--- src/rtl/adc_fmt_pkg.sv ---
package adc_fmt_pkg;
  localparam int SMP_W   = 12;
  localparam int PH_W    = 2;
  localparam int DLY_W   = 2;
  localparam int MAX_DLY = 3;

  typedef enum logic [1:0] {
    FMT_FULL  = 2'b00,
    FMT_8_4   = 2'b01,
    FMT_6_6   = 2'b10,
    FMT_4_4_4 = 2'b11
  } fmt_e;

  typedef struct packed {
    fmt_e             fmt;
    logic             inv;
    logic [DLY_W-1:0] dly;
  } cfg_t;

  // last phase index of a converter period for a format
  function automatic logic [PH_W-1:0] last_phase(fmt_e f);
    return (f == FMT_4_4_4) ? 2'd2 : 2'd1;
  endfunction

  function automatic logic [SMP_W-1:0] apply_inv(logic inv, logic [SMP_W-1:0] w);
    return inv ? ~w : w;
  endfunction

  // piece of the word shown in a given phase
  function automatic logic [SMP_W-1:0] slice(fmt_e f, logic [PH_W-1:0] ph,
                                             logic [SMP_W-1:0] w);
    logic [SMP_W-1:0] r;
    case (f)
      FMT_FULL: r = w;
      FMT_8_4:  r = (ph == 2'd0) ? {4'b0, w[11:4]} : {8'b0, w[3:0]};
      FMT_6_6:  r = (ph == 2'd0) ? {6'b0, w[11:6]} : {6'b0, w[5:0]};
      default: begin
        case (ph)
          2'd0:    r = {8'b0, w[11:8]};
          2'd1:    r = {8'b0, w[7:4]};
          default: r = {8'b0, w[3:0]};
        endcase
      end
    endcase
    return r;
  endfunction
endpackage

--- src/rtl/adc_fmt_timer.sv ---
module adc_fmt_timer
  import adc_fmt_pkg::*;
(
  input  logic            clk,
  input  logic            rst_n,
  input  fmt_e            fmt,
  output logic [PH_W-1:0] phase,
  output logic            boundary
);
  assign boundary = (phase == last_phase(fmt));

  always_ff @(posedge clk or negedge rst_n) begin
    if (!rst_n)        phase <= '0;
    else if (boundary) phase <= '0;
    else               phase <= phase + 1'b1;
  end
endmodule

--- src/rtl/adc_fmt_delay.sv ---
module adc_fmt_delay
  import adc_fmt_pkg::*;
#(
  parameter int W     = SMP_W,
  parameter int DEPTH = MAX_DLY
) (
  input  logic             clk,
  input  logic             rst_n,
  input  logic             adv,
  input  logic             in_vld,
  input  logic [W-1:0]     in_data,
  input  logic [DLY_W-1:0] sel,
  input  logic             inv,
  output logic             word_vld,
  output logic [W-1:0]     word
);
  logic [DEPTH-1:0]        h_vld;
  logic [DEPTH-1:0][W-1:0] h_dat;
  logic                    tap_vld;
  logic [W-1:0]            tap_dat;

  for (genvar k = 0; k < DEPTH; k++) begin : g_hist
    always_ff @(posedge clk or negedge rst_n) begin
      if (!rst_n) begin
        h_vld[k] <= 1'b0;
        h_dat[k] <= '0;
      end else if (adv) begin
        if (k == 0) begin
          h_vld[k] <= in_vld;
          h_dat[k] <= in_data;
        end else begin
          h_vld[k] <= h_vld[k-1];
          h_dat[k] <= h_dat[k-1];
        end
      end
    end
  end

  always_comb begin
    tap_vld = in_vld;
    tap_dat = in_data;
    for (int k = 0; k < DEPTH; k++) begin
      if (sel == DLY_W'(k + 1)) begin
        tap_vld = h_vld[k];
        tap_dat = h_dat[k];
      end
    end
  end

  always_ff @(posedge clk or negedge rst_n) begin
    if (!rst_n) begin
      word_vld <= 1'b0;
      word     <= '0;
    end else if (adv) begin
      word_vld <= tap_vld;
      word     <= tap_vld ? apply_inv(inv, tap_dat) : '0;
    end
  end
endmodule

--- src/rtl/adc_fmt_slicer.sv ---
module adc_fmt_slicer
  import adc_fmt_pkg::*;
(
  input  fmt_e             fmt,
  input  logic [PH_W-1:0]  phase,
  input  logic             word_vld,
  input  logic [SMP_W-1:0] word,
  output logic [SMP_W-1:0] bus
);
  assign bus = word_vld ? slice(fmt, phase, word) : '0;
endmodule

--- src/rtl/adc_out_fmt.sv ---
module adc_out_fmt
  import adc_fmt_pkg::*;
(
  input  logic        mclk,
  input  logic        rst_n,
  input  logic        smp_vld,
  input  logic [11:0] smp_data,
  input  logic [1:0]  cfg_fmt,
  input  logic        cfg_inv,
  input  logic [1:0]  cfg_dly,
  output logic [11:0] out_bus,
  output logic [1:0]  out_phase,
  output logic        out_vld
);
  cfg_t             act;
  logic [PH_W-1:0]  phase;
  logic             boundary;
  logic             word_vld;
  logic [SMP_W-1:0] word;
  logic [1:0]       act_fmt_w;
  logic             act_inv_w;
  logic [1:0]       act_dly_w;

  always_ff @(posedge mclk or negedge rst_n) begin
    if (!rst_n)        act <= '{fmt: FMT_FULL, inv: 1'b0, dly: '0};
    else if (boundary) act <= '{fmt: fmt_e'(cfg_fmt), inv: cfg_inv, dly: cfg_dly};
  end

  assign act_fmt_w = act.fmt;
  assign act_inv_w = act.inv;
  assign act_dly_w = act.dly;

  adc_fmt_timer u_timer (
    .clk      (mclk),
    .rst_n    (rst_n),
    .fmt      (act.fmt),
    .phase    (phase),
    .boundary (boundary)
  );

  adc_fmt_delay #(.W(SMP_W), .DEPTH(MAX_DLY)) u_delay (
    .clk      (mclk),
    .rst_n    (rst_n),
    .adv      (boundary),
    .in_vld   (smp_vld),
    .in_data  (smp_data),
    .sel      (cfg_dly),
    .inv      (cfg_inv),
    .word_vld (word_vld),
    .word     (word)
  );

  adc_fmt_slicer u_slicer (
    .fmt      (act.fmt),
    .phase    (phase),
    .word_vld (word_vld),
    .word     (word),
    .bus      (out_bus)
  );

  assign out_phase = phase;
  assign out_vld   = word_vld;
endmodule

--- config.mk ---
export PLATFORM = sky130hd
export DESIGN_NAME = adc_out_fmt
export DESIGN_NICKNAME = d
export VERILOG_FILES = /design/src/rtl/adc_fmt_pkg.sv /design/src/rtl/adc_fmt_timer.sv /design/src/rtl/adc_fmt_delay.sv /design/src/rtl/adc_fmt_slicer.sv /design/src/rtl/adc_out_fmt.sv
export SDC_FILE = /design/constraint.sdc
export NUM_CORES = 1
export LEC_CHECK = 0
export ABC_CLOCK_PERIOD_IN_PS = 2200
export BUFFER_PORTS_ARGS = -buffer_cell sky130_fd_sc_hd__buf_2
export CORE_ASPECT_RATIO = 0.6
export CORE_MARGIN = 8
export CORE_UTILIZATION = 45
export CTS_CLUSTER_SIZE = 14
export DETAILED_ROUTE_END_ITERATION = 8
export PLACE_DENSITY = 0.74
export SYNTH_ARGS = -nofsm -noshare
export SYNTH_HDL_FRONTEND = slang
export SYNTH_SLANG_ARGS = --single-unit
--- constraint.sdc ---
create_clock -name mclk -period 2.2 [get_ports mclk]
set_input_delay 0.22 -clock mclk [delete_from_list [all_inputs] [get_ports mclk]]
set_output_delay 0.22 -clock mclk [all_outputs]
set_load 0.02 [all_outputs]
==> impl_metrics.ini, run 1 <==
[worst_setup_path]
required_ps = 1980
cp_max_fo = 16
r2r_end = u_delay.h_vld[0]
r2r-start = act_fmt_w[0]
arrival_ps = 1830
ff2ff_setup_slack_ps = 340
reg2reg_depth = 4
startpoint_type = flop
critPathKind = flop to output port
critPathCaptureType = output port

[clock_tree]
tritoncts = built
clk_latency_ps = 300
htreeDepth = 2
post_cts_buffers = 0
cts_sinks = 56
clk_pin_slew_ps = 70
root_buffer = clkbuf_16
cts_buffer_depth = 2
cts_buffers = 5

[synthesis]
yosys_warnings = 0
synth_area_mm2 = 0.00335
postSynthCellCount = 279
synth_edf_count = 0
ys_types = 34
ys_seq_area_share_pct = 41.9
ys.flop_type = dfrtp_1
synth_nets = 302
postSynthAreaPerCell_um2 = 12.0
synth-seq-cells = 56
ys_async_sr_fraction_pct = 100

[power_and_ir_drop]
combPwrFrac_pct = 50.7
power.density_mw_per_mm2 = 1520
power_leakage_uw = 0.00175
power.switching_uw = 2270
switching_share_pct = 39.7
p_int_uw = 3450
seq_power_share_pct = 35.0
vdd_drop_max_v = 0.000631
clockPowerShare_pct = 14.3

[routing]
vias = 2366
drcViolationCount = 0
viasPerCell = 5.78
dr.pass1.iters = 4
antenna_left = 0
wl_per_cell_um = 18.0
drt_iter0_markers = 116
wirelength_um = 7380

[sta]
max_freq_ghz = 0.487
finalCritPeriodShare_pct = 93.4
fin_worst_skew_ps = 6.51
max_slew_margin_pct = 52.0
setup_viol = 0
period_minus_slack_ps = 2050
worst_slew_pin_slew_ps = 721
finalHoldViolCount = 0
final_max_slew_viol_count = 0

[cells_and_area]
num-fill-cells = 613
postLayoutCellArea_mm2 = 0.00377
final_common_cell = dfrtp_1
layout.nets = 327
diodes = 0
area_growth_pct = 12.5
drive_gt1_share_pct = 37.4
most-common-layout-cells = dfrtp_1, mux2i_1, mux2_2
stdcell_count = 409
seq_area_mm2 = 0.00140
multiInputGateArea_mm2 = 0.00180
post-route-util_pct = 52.0

[die]
initial_utilization_pct = 46.3
row_count = 24
ios = 35
die_x_um = 127
dieHeight_um = 82.8
die-area_mm2 = 0.0105
core_area_mm2 = 0.00724

[global_routing]
grt_first_pass_wirelength_um = 12600
gr-total-overflow = 0
grtUsageTotal_pct = 14.5
grt_pass1_vias = 2501
grt_max_degree = 57
antenna_found_initial = 0

[placed_design]
placed_cell_area_mm2 = 0.00360
placed_cells = 401
port_buffers = 34
gp_congestion = 0.888
hpwl_um = 5250

[run]
maxCapViolCount = 0

[min_path]
worstHoldPathType = input pin to async pin

[status]
outcome = finished, final reports clean
==> state kept, by name, indices dropped and copies added (netlist names) <==
name	count
u_delay.h_vld	3
u_delay.h_dat	36
u_delay.word_vld	1
act_fmt_w	2
u_delay.word	12
u_timer.phase	2
==> stage by stage <==
step / hold slack [ps] / total power (µW) / setup slack, ps / setup TNS [ps]
2_1_floorplan: -75.6 / 4310 / 66.8 / 0
3_3_place_gp: 393 / 4800 / 388 / 0
3_5_place_dp: 409 / 4870 / 300 / 0
4_1_cts: 88.9 / 5730 / 67.3 / 0
5_1_grt: 124 / 6130 / -10.6 / -10.6
6_report: 52.0 / 5720 / 146 / 0
==> worst max path at each step <==
stage                                 from         end  slack (ps)  cells past startpoint
after floorplan           u_timer.phase[0]  out_bus[3]          70                      8
after global placement    u_timer.phase[0]  out_bus[1]         390                      6
after detailed placement  u_timer.phase[0]  out_bus[1]         300                      6
after CTS                 u_timer.phase[0]  out_bus[1]          70                      6
after global routing      u_timer.phase[1]  out_bus[3]         -10                      6
final                         act_fmt_w[0]  out_bus[1]         150                      5
==> critical path: stages, from the launching register on <==
cell and delay (ps):
dfrtp_1 570, buf_4 270, and3_1 200, a221oi_2 50, a311oi_2 250, buf_2 200
==> cell usage after synthesis, types with 2 or more instances <==
| library cell | count | area, µm² |
|---|---|---|
| nor3_1 | 2 | 10.0 |
| mux2i_1 | 52 | 521 |
| nor2_1 | 2 | 7.51 |
| a221oi_1 | 4 | 35.0 |
| o31ai_1 | 2 | 15.0 |
| o211a_1 | 2 | 20.0 |
| a21oi_1 | 17 | 85.1 |
| buf_6 | 8 | 90.1 |
| clkbuf_1 | 11 | 41.3 |
| o41ai_2 | 12 | 195 |
| nand3_1 | 8 | 40.0 |
| mux2_2 | 40 | 450 |
| buf_2 | 4 | 20.0 |
| inv_1 | 5 | 18.8 |
| nand2_1 | 6 | 22.5 |
| ha_1 | 3 | 37.5 |
| o21a_1 | 3 | 22.5 |
| dfrtp_1 | 56 | 1400 |
| nand2b_1 | 6 | 37.5 |
| and2_1 | 2 | 12.5 |
| o211ai_1 | 13 | 97.6 |
| a2bb2oi_1 | 2 | 17.5 |
| a211oi_1 | 2 | 15.0 |
| and3_1 | 5 | 31.3 |
| o21ai_0 | 3 | 15.0 |
==> power groups by stage <==
stage / combinational [µW] / clock, µW / sequential, µW
6_report: 2900 / 818 / 2000
4_1_cts: 2890 / 845 / 1990
3_5_place_dp: 2870 / 0 / 2010
5_1_grt: 3170 / 878 / 2090
2_1_floorplan: 2420 / 0 / 1890
3_3_place_gp: 2810 / 0 / 1990
==> routing by layer <==
layer | wire, µm | share of wire (%) | global-route usage [%]
met1 | 3580 | 49 | 19.5
met2 | 3250 | 44 | 22.0
met3 | 455 | 6.2 | 4.46
met4 | 87 | 1.2 | 4.51
met5 | 0 | 0 | 0
==> layout make-up <==
type / instances / share of cell area [%]
flip-flops and latches: 56 / 37.2
inverters: 5 / 0.498
clock inverters: 1 / 0.199
well taps: 104 / 3.46
clock buffers: 7 / 3.79
multi-input cells: 193 / 47.9
repair buffers: 43 / 6.98
==> cell families (layout without fill, tap and decap cells) <==
| group | after synthesis | count (layout) | share of synthesized area [%] |
|---|---|---|---|
| buffers and inverters | 30 | 56 | 5.42 |
| AO/OA/AOI/OAI | 63 | 63 | 16.2 |
| flip-flops | 56 | 56 | 41.9 |
| adder cells (fa/ha/maj) | 3 | 3 | 1.12 |
| multiplexers | 92 | 92 | 29.0 |
| AND/OR/NAND/NOR | 35 | 35 | 6.39 |
==> timing repair <==
action                     CTS  global route
setup endpoints to repair    1             4
hold buffers                 0             0
cloned                       0             0
resized for setup            1             3
pin swaps                    0             1
(Power assumes the default switching activity.)
==> run 2, diff against run 1 <==
--- a/config.mk
+++ b/config.mk
@@ -9,10 +9,10 @@
 export BUFFER_PORTS_ARGS = -buffer_cell sky130_fd_sc_hd__buf_2
 export CORE_ASPECT_RATIO = 0.6
 export CORE_MARGIN = 8
-export CORE_UTILIZATION = 45
+export CORE_UTILIZATION = 55
 export CTS_CLUSTER_SIZE = 14
 export DETAILED_ROUTE_END_ITERATION = 8
-export PLACE_DENSITY = 0.74
+export PLACE_DENSITY = 0.85
 export SYNTH_ARGS = -nofsm -noshare
 export SYNTH_HDL_FRONTEND = slang
 export SYNTH_SLANG_ARGS = --single-unit
==> run 2 against run 1 <==
Net effect:
- the flow now finishes with violations (hold timing)
- critical path depth is 2 higher
- cell count is 4.2% lower
- sequential share of layout area is 0.45 points higher
- sequential cell count stayed put
- largest power group unchanged
==> impl_metrics.ini, run 2 (synthesis gave the netlist of run 1 again) <==
[status]
outcome = finished with violations
violations = hold timing

[die]
row_count = 22
ios = 35
dieHeight_um = 76.4
initial_utilization_pct = 55.8
core_area_mm2 = 0.00600
die-area_mm2 = 0.00892
die_x_um = 117

[worst_setup_path]
startpoint_type = flop
critPathKind = flop to output port
required_ps = 1980
cp_max_fo = 9
arrival_ps = 1890
critPathCaptureType = output port

[cells_and_area]
area_growth_pct = 11.3
final_common_cell = dfrtp_1
drive_gt1_share_pct = 39.6
diodes = 0
layout.nets = 330
reg.largest.list = u_delay.h_dat x36, u_delay.word x12, u_delay.h_vld x3
most-common-layout-cells = dfrtp_1, mux2i_1, mux2_2
seq_area_mm2 = 0.00140
top_register = u_delay.h_dat
largest_reg_flops = 36
num-fill-cells = 505
multiInputGateArea_mm2 = 0.00182
stdcell_count = 392

[routing]
vias = 2389
drt_iter0_markers = 259
drcViolationCount = 0
antenna_left = 0
wirelength_um = 7400
viasPerCell = 6.09
wl_per_cell_um = 18.9
dr.pass1.iters = 4

[sta]
max_freq_ghz = 0.475
fin_worst_skew_ps = 8.49
worst_slew_pin_slew_ps = 807
tns_ps = 0
finalHoldViolCount = 17
rsz0062_at_grt = yes
holdWs_ps = -7.92
max_slew_margin_pct = 46.2
period_minus_slack_ps = 2110
finalCritPeriodShare_pct = 95.8
setup_viol = 0
final_max_slew_viol_count = 0

[clock_tree]
root_buffer = clkbuf_8
tritoncts = built
clk_pin_slew_ps = 100
cts_buffers = 5
hold_buffers = 0
clk_latency_ps = 310
cts_buffer_depth = 2
post_cts_buffers = 0
htreeDepth = 2
cts_sinks = 56

[run]
maxCapViolCount = 0

[power_and_ir_drop]
vdd_drop_max_v = 0.000625
power.density_mw_per_mm2 = 1500
power_leakage_uw = 0.00175

[global_routing]
grt_pass1_vias = 2484
met3_usage_pct = 4.27
grtUsageTotal_pct = 17.2
top_usage_layer = met2
grt_first_pass_wirelength_um = 12400
grt_util_met1_pct = 23.6
grt_max_degree = 37
gr-total-overflow = 0
antenna_found_initial = 0
grt_util_met2_pct = 26.6

[placed_design]
port_buffers = 34
placed_cells = 384
hpwl_um = 5280
gp_congestion = 0.875

[min_path]
worstHoldPathType = input pin to async pin
-- run 2: layout make-up --
cell class / count / area share (%)
clock buffers: 6 / 2.22
clock inverters: 2 / 0.269
inverters: 5 / 0.504
multi-input cells: 193 / 48.8
flip-flops and latches: 56 / 37.7
well taps: 84 / 2.82
repair buffers: 46 / 7.72
-- run 2: path summary, 6_finish.rpt --
path | startpoint | endpoint | slack [ps] | depth (start not counted)
min in group mclk | smp_data[6] | u_delay.h_dat[6] | 150 | 2
worst max register to register | u_timer.phase[0] | u_delay.word[11] | 420 | 5
worst min register to register | u_delay.h_dat[32] | u_delay.h_dat[32] | 520 | 1
max in group asynchronous | rst_n | u_delay.h_dat[32] | 1530 | 2
worst min-delay path | rst_n | u_delay.word[2] | -8 | 1
worst max-delay path | u_timer.phase[0] | out_bus[2] | 90 | 7
-- run 2: per-layer routing --
layer | vias up | wire (µm)
li1 | 1104 | -
met4 | 0 | 41
met1 | 1217 | 3500
met5 | - | 0
met3 | 4 | 425
met2 | 64 | 3430
-- run 2: critical path: stages (launching register included) --
cell and delay [ps]:
dfrtp_1 400, buf_4 180, ha_1 230, buf_4 170, o211a_1 200, a21oi_1 160, a221oi_2 80, buf_4 170
-- run 2: power by group --
group | switching (µW) | internal [µW]
registers | 451 | 1560
logic | 1500 | 1490
clock network | 329 | 252
total | 2280 | 3300
-- run 2: through the flow --
step | util, % | setup slack (ps) | area, µm² | total power (µW) | hold slack [ps]
5_1_grt | 62.1 | -21.2 | 3730 | 5950 | 36.4
3_3_place_gp | 60.0 | 364 | 3600 | 4800 | 329
2_1_floorplan | - | 66.8 | 3370 | 4310 | -75.6
6_report | 62.1 | 93.3 | 3730 | 5580 | -7.92
3_5_place_dp | 60.0 | 364 | 3600 | 4920 | 344
4_1_cts | 61.6 | 16.7 | 3690 | 5520 | 2.79
-- run 2: what timing repair did --
item                                    4_1_cts  5_1_grt
resized for setup                             1       10
endpoints found under the setup margin        1        6
endpoints found under the hold margin         0        0
